$ cat config.mk
export PLATFORM = sky130hd
export DESIGN_NAME = baud_div_gen
export DESIGN_NICKNAME = d
export VERILOG_FILES = /design/src/rtl/baud_pkg.sv /design/src/rtl/baud_regs.sv /design/src/rtl/baud_counter.sv /design/src/rtl/baud_div_gen.sv
export SDC_FILE = /design/constraint.sdc
export NUM_CORES = 1
export LEC_CHECK = 0
export ABC_AREA = 1
export BUFFER_PORTS_ARGS = -buffer_cell sky130_fd_sc_hd__clkbuf_2
export CORE_ASPECT_RATIO = 2
export CORE_MARGIN = 10
export CORE_UTILIZATION = 50
export DETAILED_ROUTE_END_ITERATION = 8
export PLACE_DENSITY = 0.67
export SYNTH_ARGS = -nofsm -noshare
export SYNTH_HDL_FRONTEND = slang
export SYNTH_SLANG_ARGS = --single-unit
export TNS_END_PERCENT = 20
$ cat constraint.sdc
create_clock -name clk_i -period 2.2 [get_ports clk_i]
set_clock_uncertainty 0.1 [all_clocks]
set_input_delay 0.11 -clock clk_i [delete_from_list [all_inputs] [get_ports clk_i]]
set_output_delay 0.11 -clock clk_i [all_outputs]
set_load 0.05 [all_outputs]
$ cat src/rtl/baud_pkg.sv
package baud_pkg;
  localparam int ADDR_DIV_LO   = 0;
  localparam int ADDR_DIV_HI   = 1;
  localparam int ADDR_LINE_CTL = 3;
  localparam int BANK_SEL_BIT  = 7;

  typedef enum logic [1:0] {
    SEL_NONE,
    SEL_DIV_LO,
    SEL_DIV_HI,
    SEL_LINE_CTL
  } reg_sel_e;
endpackage

$ cat src/rtl/baud_regs.sv
module baud_regs
  import baud_pkg::*;
#(
  parameter int DATA_W = 8,
  parameter int ADDR_W = 3,
  localparam int DIV_W = 2 * DATA_W
) (
  input  logic              clk_i,
  input  logic              rst_ni,
  input  logic [ADDR_W-1:0] addr_i,
  input  logic [DATA_W-1:0] wdata_i,
  input  logic              we_i,
  output logic [DATA_W-1:0] rdata_o,
  output logic [DATA_W-1:0] lcr_o,
  output logic [DIV_W-1:0]  div_o,
  output logic              load_o,
  output logic [DIV_W-1:0]  load_val_o
);
  logic [DATA_W-1:0] lcr_q, div_lo_q, div_hi_q;
  logic              bank_sel;
  reg_sel_e          sel;

  assign bank_sel = lcr_q[BANK_SEL_BIT];

  always_comb begin
    sel = SEL_NONE;
    if (addr_i == ADDR_W'(ADDR_LINE_CTL))                   sel = SEL_LINE_CTL;
    else if (bank_sel && addr_i == ADDR_W'(ADDR_DIV_LO))    sel = SEL_DIV_LO;
    else if (bank_sel && addr_i == ADDR_W'(ADDR_DIV_HI))    sel = SEL_DIV_HI;
  end

  always_ff @(posedge clk_i or negedge rst_ni) begin
    if (!rst_ni) begin
      lcr_q    <= '0;
      div_lo_q <= '0;
      div_hi_q <= '0;
    end else if (we_i) begin
      unique case (sel)
        SEL_LINE_CTL: lcr_q    <= wdata_i;
        SEL_DIV_LO:   div_lo_q <= wdata_i;
        SEL_DIV_HI:   div_hi_q <= wdata_i;
        default: ;
      endcase
    end
  end

  // Counter reload takes the merged value that the latches will hold after this edge
  assign load_o     = we_i && (sel == SEL_DIV_LO || sel == SEL_DIV_HI);
  assign load_val_o = (sel == SEL_DIV_LO) ? {div_hi_q, wdata_i} : {wdata_i, div_lo_q};

  always_comb begin
    unique case (sel)
      SEL_LINE_CTL: rdata_o = lcr_q;
      SEL_DIV_LO:   rdata_o = div_lo_q;
      SEL_DIV_HI:   rdata_o = div_hi_q;
      default:      rdata_o = '0;
    endcase
  end

  assign lcr_o = lcr_q;
  assign div_o = {div_hi_q, div_lo_q};
endmodule

$ cat src/rtl/baud_counter.sv
module baud_counter #(
  parameter int CNT_W = 16
) (
  input  logic             clk_i,
  input  logic             rst_ni,
  input  logic [CNT_W-1:0] div_i,
  input  logic             load_i,
  input  logic [CNT_W-1:0] load_val_i,
  output logic [CNT_W-1:0] cnt_o,
  output logic             tick_o
);
  logic [CNT_W-1:0] cnt_q, cnt_d;
  logic             div_zero, at_end;

  assign div_zero = (div_i == '0);
  assign at_end   = (cnt_q <= CNT_W'(1));

  always_comb begin
    if (load_i)        cnt_d = load_val_i;
    else if (div_zero) cnt_d = cnt_q;
    else if (at_end)   cnt_d = div_i;
    else               cnt_d = cnt_q - CNT_W'(1);
  end

  always_ff @(posedge clk_i or negedge rst_ni) begin
    if (!rst_ni) cnt_q <= '0;
    else         cnt_q <= cnt_d;
  end

  assign tick_o = !div_zero && (cnt_q == CNT_W'(1));
  assign cnt_o  = cnt_q;
endmodule

$ cat src/rtl/baud_div_gen.sv
module baud_div_gen #(
  parameter int DATA_W = 8,
  parameter int ADDR_W = 3
) (
  input  logic              clk_i,
  input  logic              rst_ni,
  input  logic [ADDR_W-1:0] addr_i,
  input  logic [DATA_W-1:0] wdata_i,
  input  logic              we_i,
  output logic [DATA_W-1:0] rdata_o,
  output logic              tick_o
);
  localparam int DIV_W = 2 * DATA_W;

  logic [DATA_W-1:0] lcr;
  logic [DIV_W-1:0]  divisor, load_val, cnt;
  logic              load;

  baud_regs #(.DATA_W(DATA_W), .ADDR_W(ADDR_W)) i_regs (
    .clk_i      (clk_i),
    .rst_ni     (rst_ni),
    .addr_i     (addr_i),
    .wdata_i    (wdata_i),
    .we_i       (we_i),
    .rdata_o    (rdata_o),
    .lcr_o      (lcr),
    .div_o      (divisor),
    .load_o     (load),
    .load_val_o (load_val)
  );

  baud_counter #(.CNT_W(DIV_W)) i_counter (
    .clk_i      (clk_i),
    .rst_ni     (rst_ni),
    .div_i      (divisor),
    .load_i     (load),
    .load_val_i (load_val),
    .cnt_o      (cnt),
    .tick_o     (tick_o)
  );
endmodule

==> results.ini <==
[clocking]
postCtsSetupRepairBufs = 0
htree_num_levels = 2
clkSinkCount = 40
cts_buffers = 5
clockBufferDepth = 2
cts_tree = yes
clock_latency_ns = 0.29
cts_resized = 0
cts-hold-fix-buffers = 1
root_buffer = clkbuf_8
clk_pin_slew_ns = 0.07

[setup_path]
cp.required_ns = 1.99
startpoint_type = flop
critPathCaptureType = primary output
worstSetupPathType = flop to primary output
worstPathArrival_ns = 1.75
critPathMaxFanout = 8

[yosys]
syn_avg_cell_area_um2 = 6.562
syn_nets = 425
synth_top_cell_area_share_pct = 37.30
ys_seq_area_share_pct = 37.30
synthTopCellsByCount = nand2_1, inv_1, nand3_1, dfrtp_1, o21ai_0
synth_top_flop_cell = dfrtp_1
synth-seq-cells = 40
synth_cells = 409
synth_area_leader_cell = dfrtp_1
synth_most_common_cell = nand2_1
synth_area_leaders = dfrtp_1, nand2_1, nand3_1
synth_area_um2 = 2684
yosysUniqueCellTypes = 27
yosysWarnings = 0
async_flop_share_pct = 100.0
synth-edff-count = 0

[power]
p_leak_nw = 1.564
total_power_mw = 3.125
power_density_nw_per_um2 = 1049
worst_ir_drop_vdd_v = 0.0006993

[die]
initial_core_util_pct = 51.76
fp.dieH_um = 123.6
die-area_um2 = 8876
top_level_ports = 23
core-area_um2 = 5185
fp-row-count = 37
die_w_um = 71.81

[timing]
hold_viol = 0
fin_ws_ns = 0.2353
finalCriticalPeriod_ns = 1.965
tightest_slew_ns = 0.6907
rsz0062_at_grt = false
slew_headroom_pct = 53.69
fin_hold_ws_ns = 0.04227
max_freq_mhz = 509.0
min_period_over_period_pct = 89.30
setup_viol = 0
fin_tns_setup_ns = 0
drv_slew = 0

[layout]
fin_util_pct = 57.46
diodes = 0
seq_area_um2 = 1001
multiInputGateArea_um2 = 1425
design_area_um2 = 2979
nets = 451
drive_above_1_share_pct = 13.33
area_growth_pct = 11.00
fillCellCount = 535
fin_cells = 493

[placement]
gp_congestion = 0.8328
hpwl_um = 5613
pre_cts_slack_ns = 0.3613
dpl.cell_count = 485
portBuffers = 22
place_area_um2 = 2873

[route]
viasPerCell = 5.290
dr.pass1.iters = 4
drc = 0
drt_wl_total_um = 7088
drt_iter0_markers = 162
drt-wirelength-per-cell_um = 14.38
ant_nets = 0
vias = 2608

[global_routing]
grt_util_all_layers_pct = 16.95
grt_overflow_total = 0
grt_pass1_wl_um = 12160
grt_pass1_vias = 2545
grt_max_degree = 41
antenna_found_initial = 0

[min_path]
hold_class = primary input to flop

[outcome]
status = completed

[job]
maxCapViolCount = 0

[sequential cells by signal, indices dropped and copies added, names as in the netlist]
signal,count
i_counter.cnt_o,16
i_regs.div_hi_q,8
i_regs.div_lo_q,8
i_regs.lcr_o,8
[worst paths after layout]
check / to / slack [ns] / depth (start not counted) / startpoint
max in group asynchronous: i_regs.div_lo_q[1] / 1.12 / 3 / rst_ni
worst max register to register: i_counter.cnt_o[8] / 0.36 / 9 / i_counter.cnt_o[1]
worst max-delay path: tick_o / 0.24 / 6 / i_counter.cnt_o[8]
min in group asynchronous: i_counter.cnt_o[14] / 0.28 / 2 / rst_ni
worst min register to register: i_regs.lcr_o[5] / 0.39 / 2 / i_regs.lcr_o[5]
worst min-delay path: i_regs.div_lo_q[1] / 0.04 / 3 / wdata_i[1]
[layer usage]
| metal | part of all wire, % | vias up | track usage, % |
|---|---|---|---|
| li1 | - | 1345 | - |
| met1 | 40 | 1200 | 17.47 |
| met3 | 3.4 | 14 | 2.627 |
| met4 | 3.0 | 0 | 8.151 |
| met2 | 54 | 49 | 31.93 |
| met5 | 0 | - | 0 |
[worst max-delay path: stages (launching register included)]
cell and delay [ns]:
dfrtp_1 0.43, nor2_2 0.19, nand2_1 0.13, nor2_4 0.24, nand2_1 0.08, nor2_1 0.11, clkbuf_2 0.28
[cell usage in the layout (no fill, tap or decap)]
cell type,n
clkbuf_2,22
a21oi_4,1
o211ai_1,1
xnor2_1,3
nand3_1,41
buf_4,7
nand2_2,3
nor2_2,8
dlygate4sd3_1,1
nand3_2,3
clkbuf_8,7
inv_1,48
a21boi_2,1
xor2_1,2
a21oi_1,1
o221ai_1,7
nor3_1,2
nor2_1,39
inv_2,3
o21ai_0,40
o22ai_1,1
buf_12,1
nand2_4,1
dfrtp_1,40
ha_1,2
nor2_4,1
nand2_1,147
nand3b_1,1
nand4_1,1
[logic make-up after synthesis]
logic type,share of synthesized area [%]
compound gates,11.47
xor+xnor,1.632
fa+ha+maj,0.9323
buf+inv,9.603
flops,37.30
simple gates,39.07
[cell type report]
class,instances,share of cell area (%)
flip-flops and latches,40,33.60
repair buffers,31,6.468
well taps,58,2.436
multi-input cells,306,47.84
inverters,51,6.426
clock buffers,7,3.234
[report_power, final]
group	switching [mW]	leakage, nW	internal, mW	total, mW
Combinational	0.808	1.01	0.488	1.30
Sequential	0.301	0.502	0.998	1.30
Clock	0.250	0.0503	0.280	0.530
Total	1.36	1.56	1.77	3.12
Note: power is estimated with default switching activity, not from simulation.
